### src/rtl/dcd_pkg.sv
package dcd_pkg;

  typedef enum logic [3:0] {
    C_NOP = 4'd0, C_MRS = 4'd1, C_ACT = 4'd2, C_RD  = 4'd3,
    C_WR  = 4'd4, C_PRE = 4'd5, C_BST = 4'd6, C_REF = 4'd7,
    C_SRE = 4'd8, C_PDE = 4'd9, C_PDX = 4'd10
  } cmd_e;

  localparam int NUM_CMDS = 11;
  localparam int MODE_W   = 7;

  // Pin pattern to command; clock-enable history is checked first.
  function automatic cmd_e classify(input logic cke_prev, input logic cke_now,
                                    input logic cs_n, input logic ras_n,
                                    input logic cas_n, input logic we_n);
    cmd_e c;
    logic refresh_pat;
    refresh_pat = !cs_n && !ras_n && !cas_n && we_n;
    if (!cke_prev)      c = cke_now ? C_PDX : C_NOP;
    else if (!cke_now)  c = refresh_pat ? C_SRE : C_PDE;
    else if (cs_n)      c = C_NOP;
    else begin
      case ({ras_n, cas_n, we_n})
        3'b000:  c = C_MRS;
        3'b011:  c = C_ACT;
        3'b101:  c = C_RD;
        3'b100:  c = C_WR;
        3'b010:  c = C_PRE;
        3'b110:  c = C_BST;
        3'b001:  c = C_REF;
        default: c = C_NOP;
      endcase
    end
    return c;
  endfunction

  function automatic logic burst_len_ok(input logic [2:0] code);
    return (code == 3'b001) || (code == 3'b010);
  endfunction

  function automatic logic cas_lat_ok(input logic [2:0] code);
    return code == 3'b011;
  endfunction

endpackage

### src/rtl/dcd_bank_tracker.sv
module dcd_bank_tracker
  import dcd_pkg::*;
#(
  parameter int NUM_BANKS = 4,
  localparam int BA_W = $clog2(NUM_BANKS)
) (
  input  logic                 clk,
  input  logic                 rst_n,
  input  cmd_e                 cmd,
  input  logic [BA_W-1:0]      ba,
  input  logic                 ap,
  output logic [NUM_BANKS-1:0] open_q,
  output logic                 conflict
);

  logic target_open;
  logic is_act, is_rw, is_pre;

  assign target_open = open_q[ba];
  assign is_act = (cmd == C_ACT);
  assign is_rw  = (cmd == C_RD) || (cmd == C_WR);
  assign is_pre = (cmd == C_PRE);
  assign conflict = (is_act && target_open) || (is_rw && !target_open);

  for (genvar i = 0; i < NUM_BANKS; i++) begin : g_bank
    logic sel;
    assign sel = (ba == BA_W'(i));
    always_ff @(posedge clk) begin
      if (!rst_n) begin
        open_q[i] <= 1'b0;
      end else if (is_act && sel && !open_q[i]) begin
        open_q[i] <= 1'b1;
      end else if (is_rw && sel && ap && open_q[i]) begin
        open_q[i] <= 1'b0;
      end else if (is_pre && (ap || sel)) begin
        open_q[i] <= 1'b0;
      end
    end
  end

endmodule

### src/rtl/dcd_mode_reg.sv
module dcd_mode_reg
  import dcd_pkg::*;
(
  input  logic              clk,
  input  logic              rst_n,
  input  logic              wr_en,
  input  logic [MODE_W-1:0] opcode,
  output logic [2:0]        bl,
  output logic              bt,
  output logic [2:0]        cl,
  output logic              bad
);

  assign bad = !burst_len_ok(opcode[2:0]) || !cas_lat_ok(opcode[6:4]);

  always_ff @(posedge clk) begin
    if (!rst_n) begin
      bl <= 3'b001;
      bt <= 1'b0;
      cl <= 3'b011;
    end else if (wr_en && !bad) begin
      bl <= opcode[2:0];
      bt <= opcode[3];
      cl <= opcode[6:4];
    end
  end

endmodule

### src/rtl/dram_cmd_decoder.sv
module dram_cmd_decoder
  import dcd_pkg::*;
#(
  parameter int NUM_BANKS = 4,
  parameter int ROW_W     = 11,
  parameter int COL_W     = 8,
  parameter int AP_BIT    = 8,
  localparam int BA_W = $clog2(NUM_BANKS)
) (
  input  logic                 clk,
  input  logic                 rst_n,
  input  logic                 cke,
  input  logic                 cs_n,
  input  logic                 ras_n,
  input  logic                 cas_n,
  input  logic                 we_n,
  input  logic [BA_W-1:0]      ba,
  input  logic [ROW_W-1:0]     addr,
  output logic [NUM_CMDS-1:0]  cmd_onehot,
  output logic [BA_W-1:0]      cmd_bank,
  output logic [ROW_W-1:0]     cmd_row,
  output logic [COL_W-1:0]     cmd_col,
  output logic                 cmd_autopre,
  output logic                 illegal_cmd,
  output logic                 illegal_mode,
  output logic [NUM_BANKS-1:0] bank_open,
  output logic [2:0]           mode_bl,
  output logic                 mode_bt,
  output logic [2:0]           mode_cl
);

  logic cke_q;
  cmd_e cmd_now;
  logic is_mrs, is_act, is_rw, is_pre;
  logic bank_conflict, mode_bad;

  assign cmd_now = classify(cke_q, cke, cs_n, ras_n, cas_n, we_n);
  assign is_mrs  = (cmd_now == C_MRS);
  assign is_act  = (cmd_now == C_ACT);
  assign is_rw   = (cmd_now == C_RD) || (cmd_now == C_WR);
  assign is_pre  = (cmd_now == C_PRE);

  dcd_bank_tracker #(.NUM_BANKS(NUM_BANKS)) u_banks (
    .clk      (clk),
    .rst_n    (rst_n),
    .cmd      (cmd_now),
    .ba       (ba),
    .ap       (addr[AP_BIT]),
    .open_q   (bank_open),
    .conflict (bank_conflict)
  );

  dcd_mode_reg u_mode (
    .clk    (clk),
    .rst_n  (rst_n),
    .wr_en  (is_mrs),
    .opcode (addr[MODE_W-1:0]),
    .bl     (mode_bl),
    .bt     (mode_bt),
    .cl     (mode_cl),
    .bad    (mode_bad)
  );

  always_ff @(posedge clk) begin
    if (!rst_n) begin
      cke_q        <= 1'b1;
      cmd_onehot   <= NUM_CMDS'(1);
      cmd_bank     <= '0;
      cmd_row      <= '0;
      cmd_col      <= '0;
      cmd_autopre  <= 1'b0;
      illegal_cmd  <= 1'b0;
      illegal_mode <= 1'b0;
    end else begin
      cke_q        <= cke;
      cmd_onehot   <= NUM_CMDS'(1) << cmd_now;
      cmd_autopre  <= (is_rw || is_pre) && addr[AP_BIT];
      illegal_cmd  <= bank_conflict;
      illegal_mode <= is_mrs && mode_bad;
      if (is_act || is_rw || is_pre) cmd_bank <= ba;
      if (is_act) cmd_row <= addr;
      if (is_rw)  cmd_col <= addr[COL_W-1:0];
    end
  end

endmodule

### config.mk
export PLATFORM = sky130hd
export DESIGN_NAME = dram_cmd_decoder
export DESIGN_NICKNAME = d
export VERILOG_FILES = /design/src/rtl/dcd_pkg.sv /design/src/rtl/dcd_bank_tracker.sv /design/src/rtl/dcd_mode_reg.sv /design/src/rtl/dram_cmd_decoder.sv
export SDC_FILE = /design/constraint.sdc
export NUM_CORES = 1
export LEC_CHECK = 0
export BUFFER_PORTS_ARGS = -buffer_cell sky130_fd_sc_hd__buf_2
export CORE_ASPECT_RATIO = 1.5
export CORE_MARGIN = 3
export CORE_UTILIZATION = 53
export DETAILED_ROUTE_END_ITERATION = 6
export HOLD_SLACK_MARGIN = 0.08
export PLACE_DENSITY = 0.92
export SLEW_MARGIN = 0
export SYNTH_ARGS = -nofsm -noshare
export SYNTH_HDL_FRONTEND = slang
export SYNTH_SLANG_ARGS = --single-unit
### constraint.sdc
create_clock -name clk -period 3.6 [get_ports clk]
set_input_delay 0.54 -clock clk [delete_from_list [all_inputs] [get_ports clk]]
set_output_delay 0.54 -clock clk [all_outputs]
set_load 0.005 [all_outputs]
==> Yosys cells after proc, flatten, opt, wreduce, memory -nomap -nowiden <==
Index checks and enable logic that the tools add are counted.
{ "classes": {"n_lt_le_gt_ge": 1, "eq_ne": 17, "shifts": 1, "n_mux": 20, "reduce_logical": 60} }
{ "ops": {"columns": ["op", "count"], "rows": [
  ["$logic_and 1x1->1", 32],
  ["$pmux 3 s7", 1],
  ["$mux 1", 14],
  ["$eq 3x2->1 const B", 4],
  ["$mux 4", 3],
  ["$reduce_bool 3->1", 4],
  ["$logic_not 1->1", 11],
  ["$logic_or 1x1->1", 11],
  ["$shl 1x4->11 const A", 1],
  ["$eq 3x3->1 const B", 3],
  ["$eq 4x2->1 const B", 2],
  ["$eq 4x3->1 const B", 2],
  ["$eq 3x1->1 const B", 2],
  ["$eq 2x2->1 const B", 2],
  ["$eq 4x1->1 const B", 1],
  ["$logic_not 3->1", 1],
  ["$lt 2x3->1 const B", 1],
  ["$mux 3", 1],
  ["$bmux 1 s2", 1],
  ["$eq 2x1->1 const B", 1],
  ["$logic_not 2->1", 1]
]} }
{ "totals": {"register_bits": 47, "inputBits": 20, "out_inout_bits": 46, "wordCells": 114} }

==> Depth between registers and ports, before layout <==
Gate-level depths: netlist (run 1).
{ "logic_depth": {"word_depth": 14, "mapped_depth": 6, "ltp_nobuf": 4} }

==> By module <==
A second synthesis (run 1) with hierarchy kept.
{ "unflattened": {"cells_unflattened": 228, "area_unflattened_um2": 2030.7} }
{ "modules_own_cells": {"columns": ["mod", "instances", "cells_per_inst", "area_each_um2", "seq_area_each_um2"], "rows": [
  ["dram_cmd_decoder", 1, 170, 1477.7, 720.7],
  ["dcd_mode_reg", 1, 23, 281.5, 140.1],
  ["dcd_bank_tracker", 1, 35, 271.5, 80.1]
]} }

==> Worst setup path before layout (run 1) <==
No wires, ideal clock.
{ "synth_timing": {"kind": "in2reg", "start": "in ras_n", "end": "reg u_banks.open_q[1]", "setup_ps": 117, "t_arrival_ps": 1484, "required_time_ps": 3483, "setup_slack_ps": 1999, "cell_stages": 5, "n_path_buf": 1, "cell_sequence": "buf_4 > nor3b_2 > o2111ai_1 > a22o_1 > a22o_1"} }
{ "synth_via": {"elab_chain_cells": 14, "word_cells_on_any_way": 30, "cone_classes": "eq/ne (10); mux (7); reduce/logical (13)"} }
{ "synth_rtl": {"columns": ["item", "line", "source"], "rows": [
  ["start, declared", "dram_cmd_decoder.sv:14", "input logic ras_n,"],
  ["parallel branches: the longest is 5 deep, another holds $pmux 3 s7", null, null],
  ["$mux 4 *", "dcd_pkg.sv:20", "else if (!cke_now) c = refresh_pat ? C_SRE : C_PDE;"],
  ["$mux 4 *", "dcd_pkg.sv:19", "if (!cke_prev) c = cke_now ? C_PDX : C_NOP;"],
  ["$eq 4x2->1 / $eq 4x3->1 (equally long branches)", "dcd_bank_tracker.sv:21", "assign is_rw = (cmd == C_RD) || (cmd == C_WR);"],
  ["$logic_or 1x1->1", "dcd_bank_tracker.sv:21", null],
  ["$logic_and 1x1->1 (3 in a row)", "dcd_bank_tracker.sv:33", "end else if (is_rw && sel && ap && open_q[i]) begin"],
  ["$mux 1", "dcd_bank_tracker.sv:33", null],
  ["$mux 1", "dcd_bank_tracker.sv:31", "end else if (is_act && sel && !open_q[i]) begin"],
  ["end signal, assigned by index", "dcd_bank_tracker.sv:30", "open_q[i] <= 1'b0;"],
  ["end signal, assigned by index", "dcd_bank_tracker.sv:32", "open_q[i] <= 1'b1;"],
  ["end signal, assigned by index", "dcd_bank_tracker.sv:34", "open_q[i] <= 1'b0;"],
  ["end, declared", "dcd_bank_tracker.sv:12", "output logic [NUM_BANKS-1:0] open_q,"]
]} }
Every way passes the cells marked *.
A chain may end at the register's enable or synchronous reset.

==> Final worst setup path (run 1) <==
{ "layout_timing": {"start": "reg cke_q", "end": "reg u_banks.open_q[2]"} }
{ "layout_via": {"elab_chain_cells": 8, "word_cells_on_any_way": 15, "cone_classes": "eq/ne (4); mux (3); reduce/logical (8)"} }
{ "layout_rtl": {"columns": ["item", "line", "source"], "rows": [
  ["start, declared", "dram_cmd_decoder.sv:32", "logic cke_q;"],
  ["start signal, assigned", "dram_cmd_decoder.sv:75", "cke_q <= cke;"],
  ["$mux 4 *", "dcd_pkg.sv:19", null],
  ["$eq 4x2->1 / $eq 4x3->1 (equally long branches)", "dcd_bank_tracker.sv:21", null],
  ["$logic_or 1x1->1", "dcd_bank_tracker.sv:21", null],
  ["$logic_and 1x1->1 (3 in a row)", "dcd_bank_tracker.sv:33", null],
  ["$mux 1", "dcd_bank_tracker.sv:33", null],
  ["$mux 1", "dcd_bank_tracker.sv:31", null]
]} }
Mark *: on every way between the ends. The rest lies on a longest branch, timed or not.

==> reports/qor_table.md, run 1 <==
| Metric | Reported | Unit |
|---|---|---|
| Peak Freq | 522 | MHz |
| Family with the most delay on the worst path | simple AND/OR/NAND/NOR gates | - |
| Ranking of synthesized cells by area | sky130_fd_sc_hd__dfxtp_1, sky130_fd_sc_hd__mux2i_1, sky130_fd_sc_hd__nor2b_1 | - |
| Die area | 0.00446 | sq mm |
| R2r startpoint | cke_q | - |
| Source of the worst hold timing path | u_mode.cl[1] | - |
| Power after layout | 1.01 | mW |
| Layout cell share with drive strength beyond 1 | 34.1 | % |
| MaxCap Viol Count | 0 | - |
| Final critical delay including setup and external delays | 1.92 | ns |
| Worst Setup SP | cke_q | - |
| Drt total wl | 4000 | microns |
| Pin count of the biggest net entering global routing | 45 | - |
| Cell taking the most area after synthesis | sky130_fd_sc_hd__dfxtp_1 | - |
| Number of sinks on the clock net | 47 | - |
| Worst slew margin relative to its limit | 40.9 | % |
| Combined buffer and inverter count along the critical path | 0 | - |
| Synthesized area divided by synthesized cell count | 10.4 | sq um |
| Fill cells | 291 | - |
| Placement-stage cell area | 0.00224 | sq mm |
| Met2 Track Usage GR | 31.8 | % |
| Fraction of the mapped netlist area in adder cells | 0 | % |
| Share of power burned in the clock network | 39.2 | % |
| Total congestion overflow | 0 | - |
| Starting DRC count in detailed routing | 29 | - |
| Final Slew Violations | 0 | - |
| Vias per std cell | 5.23 | - |
| Count of unresolved DRC violations after routing | 0 | - |
| Starting density of the core | 56.1 | % |
| Area Growth Syn to Fin | 20.8 | % |
| Combinational fraction of design power | 8.3 | % |
| Post-CTS setup buffers | 0 | - |
| Cts-stage hold buffer count | 0 | - |
| Routed wirelength normalized by instance count | 13.7 | microns |
| Worst hold slack | 0.445 | ns |
| Met3 Track Usage GR | 7.07 | % |
| Utilization after layout | 67.7 | % |
| Global-route wire length before repair | 6690 | microns |
| Count of nets after finishing | 268 | - |
| Multiplexer share of the synthesized area | 11.9 | % |
| Final period utilization | 53.2 | % |
| Via count of the first global-routing pass | 1,492 | - |
| Crit end category | register | - |
| Worst hold-check path type | register to register | - |
| Count of unique library cells instantiated by Yosys | 43 | - |
| LEAKAGE | 1.06 | nW |
| Setup repair after global routing missed its margin | false | - |
| Net switching share of the total power | 22.0 | % |
| Worst-case clock skew | 0.00742 | ns |
| Std-Cell Rows | 26 | - |
| Met1 track utilization from global routing | 20.9 | % |
| #FFs+latches synth | 47 | - |
| Setup slack of the most critical reg-to-reg path | 1.68 | ns |
| Count of pins on the block boundary | 66 | - |
| Delay contributed by the slowest stage of the critical path | 0.69 | ns |
| Peak fanout along the critical path | 14 | - |
| Total internal power | 0.791 | mW |
| Basic-gate share of the synthesized area counting and, or, nand and nor cells | 25.4 | % |
| Ant diodes | 0 | - |
| Final-report hold violation count | 0 | - |
| WP data arrival | 2.15 | ns |
| Maximum resistive drop on vdd | 361 | uV |
| Width of the die | 55.6 | microns |
| Total power per unit cell area | 430 | mW/mm^2 |
| Cell at the slowest stage of the critical path | sky130_fd_sc_hd__nor3_4 | - |
| Remaining antenna violation count after routing | 0 | - |
| Xor-xnor portion of the synthesized cell area | 2.24 | % |
| Final Setup Violations | 0 | - |
| GRT Total Usage | 19.0 | % |
| Worst-Margin Slew | 0.882 | ns |
| Psw | 0.223 | mW |
| Buffers from clock root to sink, at most | 2 | - |
| Synthesized Nets | 207 | - |
| Y dimension of the die | 80.3 | microns |
| Clk pin slew, worst setup/hold paths | 0.09 | ns |
| CTS Root Buffer Type | sky130_fd_sc_hd__clkbuf_8 | - |
| H-tree depth | 2 | - |
| Netlist Area Pre-Place | 0.00195 | sq mm |
| Layout Cell Area excl Fill | 0.00236 | sq mm |
| Total of cells resized after clock tree synthesis | 0 | - |
| Sequence of cells on the critical path | nand2_8 > nor3_4 > and2_2 > a22o_1 | - |
| Final RePlAce weighted congestion | 0.800 | - |
| Reg power frac | 52.6 | % |
| Estimated wirelength of the detail-placed design | 2940 | microns |
| Antenna violations before repair | 0 | - |
| CTS tree | yes | - |
| Portion of the post-synthesis area used by sequential elements | 48.2 | % |
| Compound-cell area share of the yosys netlist | 6.73 | % |
| Worst setup path class | register to register | - |
| Run status | finished clean | - |
| Drt first pass iters | 4 | - |
| Sort of element at the start of the critical path | register | - |
| Required time of the critical path | 3.84 | ns |
| Clk_lat worst skew | 0.29 | ns |
| Post-Syn Instances | 187 | - |
| Top Usage Layer GRT | met2 | - |
| Number of buffers added by the clock tree synthesis step | 5 | - |
| Port buffer count | 65 | - |
| Ys Warns | 0 | - |
| Placeable core area | 0.00348 | sq mm |
| Total negative slack | 0 | ns |
| DR vias | 1,523 | - |
| Top cell type's share of synthesized area | 48.2 | % |
| Largest family of logic cells by synthesized area | simple AND/OR/NAND/NOR gates | - |
==> synth_stat cells, drive strengths merged <==
master    n
a21oi     3
xnor2     2
a31oi     1
or3b      1
or2       3
a22o      6
clkbuf    3
mux2i    21
nand4     1
nor2b    22
inv       3
nand4b    1
and3b     1
nor2     10
nor4bb    1
mux4      1
and3      6
nand2    12
dfxtp    47
or2b      1
or4b      1
a211oi    1
a31o      1
a21boi    2
buf       8
and2      1
xor2      3
nand2b    4
nor3b     2
and4bb    1
o21ai     2
o2111ai   1
nor3      6
o211ai    1
nand3     7
==> power by group through the flow <==
stage	clock, mW	sequential [mW]	combinational, mW
2_1_floorplan	0	0.544	0.0585
3_3_place_gp	0	0.545	0.0823
3_5_place_dp	0	0.545	0.0845
4_1_cts	0.406	0.533	0.0849
5_1_grt	0.431	0.534	0.0936
6_report	0.397	0.533	0.0841
==> logic make-up (layout without fill, tap and decap cells) <==
kind of cell | after synthesis | in the layout
and+or+nand+nor | 81 | 81
AOI/OAI and AO/OA | 18 | 18
DFF | 47 | 47
muxes | 22 | 22
xor gates and xnor gates | 5 | 5
buffers and inverters | 14 | 76
==> metal layers <==
layer | up-vias | part of all wire [%]
met1 | 695 | 39
met3 | 13 | 7.8
met4 | 0 | 3.1
met2 | 52 | 50
li1 | 763 | -
met5 | - | 0
==> cell usage in the layout, fill, tap and decap left out, types with 2 or more instances in the layout <==
cell type / count
sky130_fd_sc_hd__a22o_1: 6
sky130_fd_sc_hd__o21ai_0: 2
sky130_fd_sc_hd__mux2i_1: 21
sky130_fd_sc_hd__and3_1: 6
sky130_fd_sc_hd__buf_2: 65
sky130_fd_sc_hd__clkbuf_8: 6
sky130_fd_sc_hd__xor2_1: 3
sky130_fd_sc_hd__inv_1: 3
sky130_fd_sc_hd__xnor2_1: 2
sky130_fd_sc_hd__nor3_1: 4
sky130_fd_sc_hd__nand3_1: 7
sky130_fd_sc_hd__nand2_1: 11
sky130_fd_sc_hd__or2_2: 2
sky130_fd_sc_hd__a21oi_1: 3
sky130_fd_sc_hd__a21boi_0: 2
sky130_fd_sc_hd__nand2b_1: 4
sky130_fd_sc_hd__dfxtp_1: 47
sky130_fd_sc_hd__nor2_1: 10
sky130_fd_sc_hd__nor2b_1: 22
==> through the flow <==
step                      cells  worst slack [ns]
after floorplan             187              2.00
after global placement      283              1.40
after detailed placement    283              1.35
after CTS                   291              1.65
after global routing        291              1.56
final                       291              1.68
==> state kept, by name, summed over array words and instances, names as in the netlist, 2 cells and up <==
| signal | cells |
|---|---|
| u_mode.cl | 3 |
| u_banks.open_q | 4 |
| u_mode.bl | 3 |
| cmd_onehot | 11 |
| cmd_bank | 2 |
| cmd_col | 8 |
| cmd_row | 11 |
==> worst paths after layout <==
check,cells past startpoint,to
setup / recovery,4,u_banks.open_q[2]
hold / removal,1,u_mode.cl[1]
setup reg to reg,4,u_banks.open_q[2]
hold reg to reg,1,u_mode.cl[1]
==> area by class of cell <==
class | instances | area (sq um) | area share [%]
flip-flops and latches | 47 | 941 | 39.9
multi-input cells | 126 | 910 | 38.6
repair buffers | 65 | 325 | 13.8
clock buffers | 6 | 82.6 | 3.50
well taps | 42 | 52.6 | 2.23
clock inverters | 2 | 35.0 | 1.49
inverters | 3 | 11.3 | 0.478
No activity file was read; power rests on OpenSTA's default activity.
==> inputs of run 2 (changes only) <==
ABC_AREA = 1   (was not set)
CORE_UTILIZATION = 49   (was 53)
PLACE_DENSITY = 0.86   (was 0.92)
clock period = 1.8 ns   (was 3.6 ns; I/O delays follow)
==> run 2 against run 1 <==
  * Final cell count grew 26%
  * First-iteration DRC count rose to 4.0 times the previous value
  * Via count rose by 23%
  * Combinational power grew to 2.9 times the previous value
  * Routed wire length up 13%
  * Worst setup slack got worse by 1.4 ns
  * Synthesized area down 1.9%
  * Critical path depth increased by 5
  * Synthesized cell count rose by 36%
  * Final area is 1.6% higher
  * Clock power is 71% higher
  * Utilization shrank 3.3 points
  * Critical path type unchanged
  * Highest routed layer unchanged
==> reports/qor_table.md, run 2 <==
| Metric | Reported | Unit | Change |
|---|---|---|---|
| GRT Total Usage | 20.0 | % | +1.0 points |
| Cell taking the most area after synthesis | sky130_fd_sc_hd__dfxtp_1 | - |  |
| Clk pin slew, worst setup/hold paths | 0.09 | ns | about the same |
| Setup repair after global routing missed its margin | false | - |  |
| Sequence of cells on the critical path | nand2_1 > nor2_1 > nand3_1 > inv_1 > nand4_1 > nand2_4 > inv_1 > nor2_1 > nor2_1 | - |  |
| Final Slew Violations | 0 | - | unchanged |
| CTS tree | yes | - |  |
| Final RePlAce weighted congestion | 0.853 | - | +6.6% |
| R2r startpoint | cke_q | - |  |
| Worst-case clock skew | 0.00384 | ns | -0.00358 ns |
| Share of synthesized flip-flops with an asynchronous set or reset | 0 | % | unchanged |
| Total power per unit cell area | 838 | mW/mm^2 | +95% |
| Count of nets after finishing | 343 | - | +28% |
| MaxCap Viol Count | 0 | - | unchanged |
| Drt total wl | 4530 | microns | +13% |
| Width of the die | 57.0 | microns | +2.7% |
| Peak fanout along the critical path | 10 | - | -4 |
| Maximum resistive drop on vdd | 712 | uV | +97% |
| Registers with the highest flip-flop counts | cmd_onehot: 11 flops, cmd_row: 11 flops, cmd_col: 8 flops | - |  |
| Post-CTS setup buffers | 0 | - | unchanged |
| Final-report hold violation count | 0 | - | unchanged |
| Drt first pass iters | 4 | - | unchanged |
| Count of unique library cells instantiated by Yosys | 25 | - | -42% |
| Die area | 0.00471 | sq mm | +5.5% |
| Estimated wirelength of the detail-placed design | 3390 | microns | +15% |
| Worst slew margin relative to its limit | 81.6 | % | +41 points |
| Routed wirelength normalized by instance count | 12.3 | microns | -10% |
| Worst Slack Setup Final | 0.249 | ns | -1.44 ns |
| Family with the most delay on the worst path | simple AND/OR/NAND/NOR gates | - |  |
| Vias per std cell | 5.11 | - | -2.4% |
| Dominant cell type by count on the critical path | sky130_fd_sc_hd__nor2_1 | - |  |
| Placeable core area | 0.00372 | sq mm | +6.8% |
| CTS Root Buffer Type | sky130_fd_sc_hd__clkbuf_8 | - |  |
| Cell at the slowest stage of the critical path | sky130_fd_sc_hd__dfxtp_2 | - |  |
| Most common flop cell mapped by yosys | sky130_fd_sc_hd__dfxtp_1 | - |  |
| Sort of element at the start of the critical path | register | - |  |
| Port buffer count | 65 | - | unchanged |
| WP data arrival | 1.76 | ns | -0.39 ns |
| Placed cells | 359 | - | +27% |
| Via count of the first global-routing pass | 1,751 | - | +17% |
| Total negative slack | 0 | ns | unchanged |
| Portion of the post-synthesis area used by sequential elements | 49.2 | % | +0.95 points |
| H-tree depth | 2 | - | unchanged |
| Buffers from clock root to sink, at most | 2 | - | unchanged |
| Ranking of synthesized cells by area | sky130_fd_sc_hd__dfxtp_1, sky130_fd_sc_hd__nand2_1, sky130_fd_sc_hd__nor2_1 | - |  |
| Source of the worst hold timing path | addr[0] | - |  |
| Run status | finished clean | - |  |
| Starting density of the core | 51.5 | % | -4.6 points |
| Final period utilization | 86.2 | % | +33 points |
| Utilization after layout | 64.4 | % | -3.3 points |
| Leading cell type in the layout, fill and taps excluded | sky130_fd_sc_hd__buf_2 | - |  |
| Peak Freq | 645 | MHz | +24% |
| #FFs+latches synth | 47 | - | unchanged |
| Netlist Area Pre-Place | 0.00191 | sq mm | -1.9% |
| Combined buffer and inverter count along the critical path | 2 | - | +2 |
| DR vias | 1,875 | - | +23% |
| Crit end category | register | - |  |
| Std-Cell Rows | 27 | - | +3.8% |
| Starting DRC count in detailed routing | 115 | - | +300% |
| Worst slack at placement | 0.182 | ns | -1.17 ns |
| Antenna violations before repair | 0 | - | unchanged |
| Final Setup Violations | 0 | - | unchanged |
| Remaining antenna violation count after routing | 0 | - | unchanged |
| Global-route wire length before repair | 7400 | microns | +11% |
| Leading cell types in the layout, fill and taps excluded | sky130_fd_sc_hd__buf_2, sky130_fd_sc_hd__nand2_1, sky130_fd_sc_hd__dfxtp_1 | - |  |
| Layout cell share with drive strength beyond 1 | 29.3 | % | -4.8 points |
| Most common cell in the synthesized netlist | sky130_fd_sc_hd__nand2_1 | - |  |
| LEAKAGE | 1.24 | nW | +18% |
| Worst setup path class | register to register | - |  |
| Pin count of the biggest net entering global routing | 26 | - | -42% |
| Post-Syn Instances | 254 | - | +36% |
| Worst-Margin Slew | 0.274 | ns | -0.608 ns |
| EDFF count, synth | 0 | - | unchanged |
| Number of non-filler instances in the completed layout | 367 | - | +26% |
| Y dimension of the die | 82.6 | microns | +2.8% |
| Final critical delay including setup and external delays | 1.55 | ns | -0.365 ns |
| Number of sinks on the clock net | 47 | - | unchanged |
| Synthesized area divided by synthesized cell count | 7.54 | sq um | -28% |
| Worst hold-check path type | input pin to register | - |  |
| Required time of the critical path | 2.01 | ns | -1.83 ns |
| Number of buffers added by the clock tree synthesis step | 5 | - | unchanged |
| Ant diodes | 0 | - | unchanged |
| Count of pins on the block boundary | 66 | - | unchanged |
| Count of unresolved DRC violations after routing | 0 | - | unchanged |
| Area Growth Syn to Fin | 25.1 | % |  |
| Total congestion overflow | 0 | - | unchanged |
| Top cell type's share of synthesized area | 49.2 | % | +0.95 points |
| Top cells by instance count after synthesis | sky130_fd_sc_hd__nand2_1, sky130_fd_sc_hd__dfxtp_1, sky130_fd_sc_hd__nor2_1 | - |  |
| Ys Warns | 0 | - | unchanged |
| Delay contributed by the slowest stage of the critical path | 0.37 | ns | -0.32 ns |
| Synthesized Nets | 274 | - | +32% |
| Power after layout | 2.01 | mW | +98% |
| Worst Setup SP | cke_q | - |  |
| Clk_lat worst skew | 0.30 | ns | about the same |
run 2: cell types whose count changed in the layout (fill, tap and decap cells not counted), moves of 4 or more:
cell / previous run / this run
sky130_fd_sc_hd__o21ai_0: 2 / 14
sky130_fd_sc_hd__nand2b_1: 4 / 0
sky130_fd_sc_hd__a21oi_1: 3 / 17
sky130_fd_sc_hd__buf_4: 0 / 5
sky130_fd_sc_hd__inv_1: 3 / 20
sky130_fd_sc_hd__nor2_4: 0 / 4
sky130_fd_sc_hd__and3_1: 6 / 0
sky130_fd_sc_hd__nand3_1: 7 / 17
sky130_fd_sc_hd__nor2_1: 10 / 37
sky130_fd_sc_hd__a22o_1: 6 / 0
sky130_fd_sc_hd__nand2_1: 11 / 60
sky130_fd_sc_hd__mux2i_1: 21 / 0
sky130_fd_sc_hd__nor2b_1: 22 / 0
run 2: worst reg2reg max path, stage by stage (launching register included):
cell                      delay [ns]
sky130_fd_sc_hd__dfxtp_2        0.37
sky130_fd_sc_hd__nand2_1        0.07
sky130_fd_sc_hd__nor2_1         0.14
sky130_fd_sc_hd__nand3_1        0.12
sky130_fd_sc_hd__inv_1          0.11
sky130_fd_sc_hd__nand4_1        0.18
sky130_fd_sc_hd__nand2_4        0.17
sky130_fd_sc_hd__inv_1          0.14
sky130_fd_sc_hd__nor2_1         0.12
sky130_fd_sc_hd__nor2_1         0.05
run 2: worst paths after layout:
path	to	slack (ns)	cells past startpoint
worst min-delay path	u_mode.bl[1]	0.19	2
worst max register to register	cmd_col[4]	0.25	9
worst min register to register	u_mode.cl[2]	0.45	2
worst max-delay path	cmd_col[4]	0.25	9
run 2: through the flow:
step	hold slack, ns	area, sq um
after floorplan	0.360	1910
after global placement	0.420	2290
after detailed placement	0.434	2290
after CTS	0.187	2380
after global routing	0.209	2390
final	0.187	2390
run 2: timing repair:
| action | in CTS | in global routing |
|---|---|---|
| hold buffers | 0 | 0 |
| hold endpoints to repair | 0 | 0 |
| setup endpoints to repair | 0 | 12 |
| resized for setup | 0 | 3 |
run 2: cell families (layout without fill, tap and decap cells):
family | count (synthesis) | count (layout) | synth area share [%]
simple gates | 134 | 134 | 31.8
flops | 47 | 47 | 49.2
compound gates | 39 | 39 | 11.4
buf+inv | 33 | 103 | 7.25
xor+xnor | 1 | 1 | 0.458
run 2: layout make-up:
cell class	instances	area (sq um)
Fill cell	348	1320
Sequential cell	47	942
Multi-Input combinational cell	174	840
Timing Repair Buffer	70	363
Inverter	25	97.6
Clock buffer	6	82.6
Tap cell	43	53.8
Clock inverter	2	16.3
run 2: metal layers:
| layer | vias up | track usage, % | share of wire [%] |
|---|---|---|---|
| li1 | 950 | - | - |
| met1 | 849 | 20.4 | 38 |
| met2 | 64 | 37.3 | 54 |
| met3 | 12 | 4.67 | 5.9 |
| met4 | 0 | 10.7 | 2.2 |
| met5 | - | 0 | 0 |
run 2: power breakdown:
part	switching, mW	internal (mW)
Sequential	0.0146	1.07
Combinational	0.153	0.0883
Clock	0.364	0.314
Total	0.532	1.48
==> inputs of run 3 (changes only) <==
==> constraint.sdc (replaced) <==
create_clock -name clk -period 1.8 [get_ports clk]
set_input_delay 0.54 -clock clk [delete_from_list [all_inputs] [get_ports clk]]
set_output_delay 0.54 -clock clk [all_outputs]
set_load 0.005 [all_outputs]
==> run 3 against run 2 <==
  * Clock skew grew 0.0080 ns
  * Sequential share of layout area is 0.68 points lower
  * Routed wire length down 3.2%
  * Count of clock-buffer cells in the layout decreased by 1
==> reports/qor_table.md, run 3 (synthesis results as in run 2) <==
| Metric | Reported | Unit | Change |
|---|---|---|---|
| Run status | finished clean | - |  |
| Routed length on met3 | 231 | microns | -14% |
| GRT Total Usage | 19.4 | % | -0.57 points |
| Pin count of the biggest net entering global routing | 26 | - | unchanged |
| Estimated wirelength of the detail-placed design | 3400 | microns | +0.41% |
| Worst hold-check path type | register to register | - |  |
| Leading cell types in the layout, fill and taps excluded | sky130_fd_sc_hd__buf_2, sky130_fd_sc_hd__nand2_1, sky130_fd_sc_hd__dfxtp_1 | - |  |
| Leading cell type in the layout, fill and taps excluded | sky130_fd_sc_hd__buf_2 | - |  |
| Worst hold path stage count | 2 | - | unchanged |
| Utilization after layout | 65.5 | % | +1.0 points |
| Worst-Margin Slew | 0.336 | ns | +0.0618 ns |
| Clk_lat worst skew | 0.29 | ns | about the same |
| Number of sinks on the clock net | 47 | - | unchanged |
| MaxCap Viol Count | 0 | - | unchanged |
| Crit Reg-Reg Endpoint | cmd_col[5] | - |  |
| Area of all sequential standard cells | 941 | sq um | -0.13% |
| Max Used Layer | met4 | - |  |
| Drt total wl | 4380 | microns | -3.2% |
| Width of the die | 57.0 | microns | unchanged |
| Net switching share of the total power | 25.6 | % | -0.91 points |
| Psw | 0.495 | mW | -6.8% |
| Fill cells | 346 | - | -0.57% |
| Count of nets after finishing | 350 | - | +2.0% |
| Required time of the critical path | 1.99 | ns | -0.02 ns |
| Registers with the highest flip-flop counts | cmd_onehot: 11 flops, cmd_row: 11 flops, cmd_col: 8 flops | - |  |
| Y dimension of the die | 82.6 | microns | unchanged |
| Reg power frac | 56.2 | % | +2.0 points |
| Peak fanout along the critical path | 7 | - | -3 |
| Number of non-filler instances in the completed layout | 373 | - | +1.6% |
| Ant diodes | 0 | - | unchanged |
| Post-CTS setup buffers | 0 | - | unchanged |
| Count of pins on the block boundary | 66 | - | unchanged |
| CTS Root Buffer Type | sky130_fd_sc_hd__clkbuf_8 | - |  |
| Clk pin slew, worst setup/hold paths | 0.08 | ns | about the same |
| Remaining antenna violation count after routing | 0 | - | unchanged |
| Setup slack of the most critical reg-to-reg path | 0.23 | ns | -0.02 ns |
| Buffers from clock root to sink, at most | 2 | - | unchanged |
| Worst-case clock skew | 0.0119 | ns | +0.00802 ns |
| Worst hold slack | 0.444 | ns | +0.257 ns |
| Area occupied by multi-input gates | 835 | sq um | -0.60% |
| Source of the worst hold timing path | u_mode.cl[2] | - |  |
| LEAKAGE | 1.29 | nW | +3.5% |
| Starting DRC count in detailed routing | 87 | - | -24% |
| Final-report hold violation count | 0 | - | unchanged |
| Total congestion overflow | 0 | - | unchanged |
| Final RePlAce weighted congestion | 0.840 | - | -1.5% |
| DR vias | 1,831 | - | -2.3% |
| Area Growth Syn to Fin | 27.1 | % |  |
| Peak Freq | 635 | MHz | -1.6% |
| Via count of the first global-routing pass | 1,753 | - | +0.11% |
| Worst slew margin relative to its limit | 77.5 | % | -4.1 points |
| Number of buffers added by the clock tree synthesis step | 5 | - | unchanged |
| Routed wirelength normalized by instance count | 11.7 | microns | -4.8% |
| Final critical delay including setup and external delays | 1.58 | ns | +0.0247 ns |
| Count of unresolved DRC violations after routing | 0 | - | unchanged |
| Vias per std cell | 4.91 | - | -3.9% |
| Std-Cell Rows | 27 | - | unchanged |
| Layout cell share with drive strength beyond 1 | 30.0 | % | +0.68 points |
| Drt first pass iters | 4 | - | unchanged |
| Placed cells | 366 | - | +1.9% |
| Global-route wire length before repair | 7240 | microns | -2.1% |
| Crit end category | register | - |  |
| Hold Path End | u_mode.cl[2] | - |  |
| Total negative slack | 0 | ns | unchanged |
| DRT met1 WL | 1700 | microns | about the same |
| Cts-stage hold buffer count | 0 | - | unchanged |
| Die area | 0.00471 | sq mm | unchanged |
| Total power per unit cell area | 796 | mW/mm^2 | -5.1% |
| WP data arrival | 1.77 | ns | about the same |
| Final Slew Violations | 0 | - | unchanged |
| Worst Slack Setup Final | 0.224 | ns | -0.0247 ns |
| Port buffer count | 65 | - | unchanged |
| Starting density of the core | 51.5 | % | unchanged |
| Placeable core area | 0.00372 | sq mm | unchanged |
| Total internal power | 1.44 | mW | -2.3% |
| Combinational fraction of design power | 13.2 | % | +1.2 points |
| Final Setup Violations | 0 | - | unchanged |
| Final period utilization | 87.5 | % | +1.4 points |
| Sort of element at the start of the critical path | input pin | - |  |
| Worst setup path class | input pin to register | - |  |
| H-tree depth | 2 | - | unchanged |
| Met2 wire len | 2410 | microns | -2.2% |
| Share of power burned in the clock network | 30.6 | % | -3.1 points |
| Setup repair after global routing missed its margin | false | - |  |
| Worst slack at placement | -0.0785 | ns | -0.261 ns |
| Total of cells resized after clock tree synthesis | 0 | - | unchanged |
| R2r startpoint | cke_q | - |  |
| CTS tree | yes | - |  |
| Maximum resistive drop on vdd | 700 | uV | -1.6% |
| Number of cells on the worst reg-to-reg path | 10 | - | +1 |
| Antenna violations before repair | 0 | - | unchanged |
[run 3: worst max path at each step]
stage                         endpoint  depth (start not counted)  start
after floorplan            cmd_autopre                         10    cke
after global placement    u_mode.bl[0]                         12   we_n
after detailed placement    cmd_col[5]                         11   we_n
after CTS                   cmd_col[5]                         11   we_n
after global routing        cmd_row[4]                          8  cke_q
final                       cmd_col[5]                         11   we_n
[run 3: power by group through the flow]
stage	sequential, mW	clock (mW)	combinational [mW]
global route	1.09	0.657	0.288
floorplan	1.12	0	0.135
global placement	1.11	0	0.251
CTS	1.09	0.612	0.258
finish	1.09	0.593	0.256
detailed placement	1.11	0	0.257
[run 3: per-layer routing]
| layer | global-route usage (%) | vias up |
|---|---|---|
| met2 | 36.6 | 55 |
| li1 | - | 960 |
| met3 | 3.58 | 4 |
| met4 | 9.05 | 0 |
| met5 | 0 | - |
| met1 | 20.7 | 812 |
[run 3: final cells by class]
class	count	share of cell area, %
Clock buffer	5	2.83
Inverter	25	3.86
Timing Repair Buffer	77	17.6
Clock inverter	2	0.566
Sequential cell	47	38.7
Multi-Input combinational cell	174	34.3
Tap cell	43	2.21
[run 3: through the flow]
step / instance area, sq um / total power [mW]
after CTS: 2430 / 1.96
after global routing: 2430 / 2.04
final: 2430 / 1.94
after detailed placement: 2350 / 1.37
after global placement: 2350 / 1.36
after floorplan: 1910 / 1.25
[run 3: critical path, stage by stage]
cell	delay, ns
sky130_fd_sc_hd__buf_2	0.12
sky130_fd_sc_hd__inv_2	0.06
sky130_fd_sc_hd__nand2_1	0.05
sky130_fd_sc_hd__nand3_1	0.06
sky130_fd_sc_hd__nand2_1	0.10
sky130_fd_sc_hd__nand3_2	0.16
sky130_fd_sc_hd__nand4_1	0.16
sky130_fd_sc_hd__nand2_2	0.11
sky130_fd_sc_hd__buf_4	0.18
sky130_fd_sc_hd__o21ai_0	0.16
sky130_fd_sc_hd__nor2_1	0.06
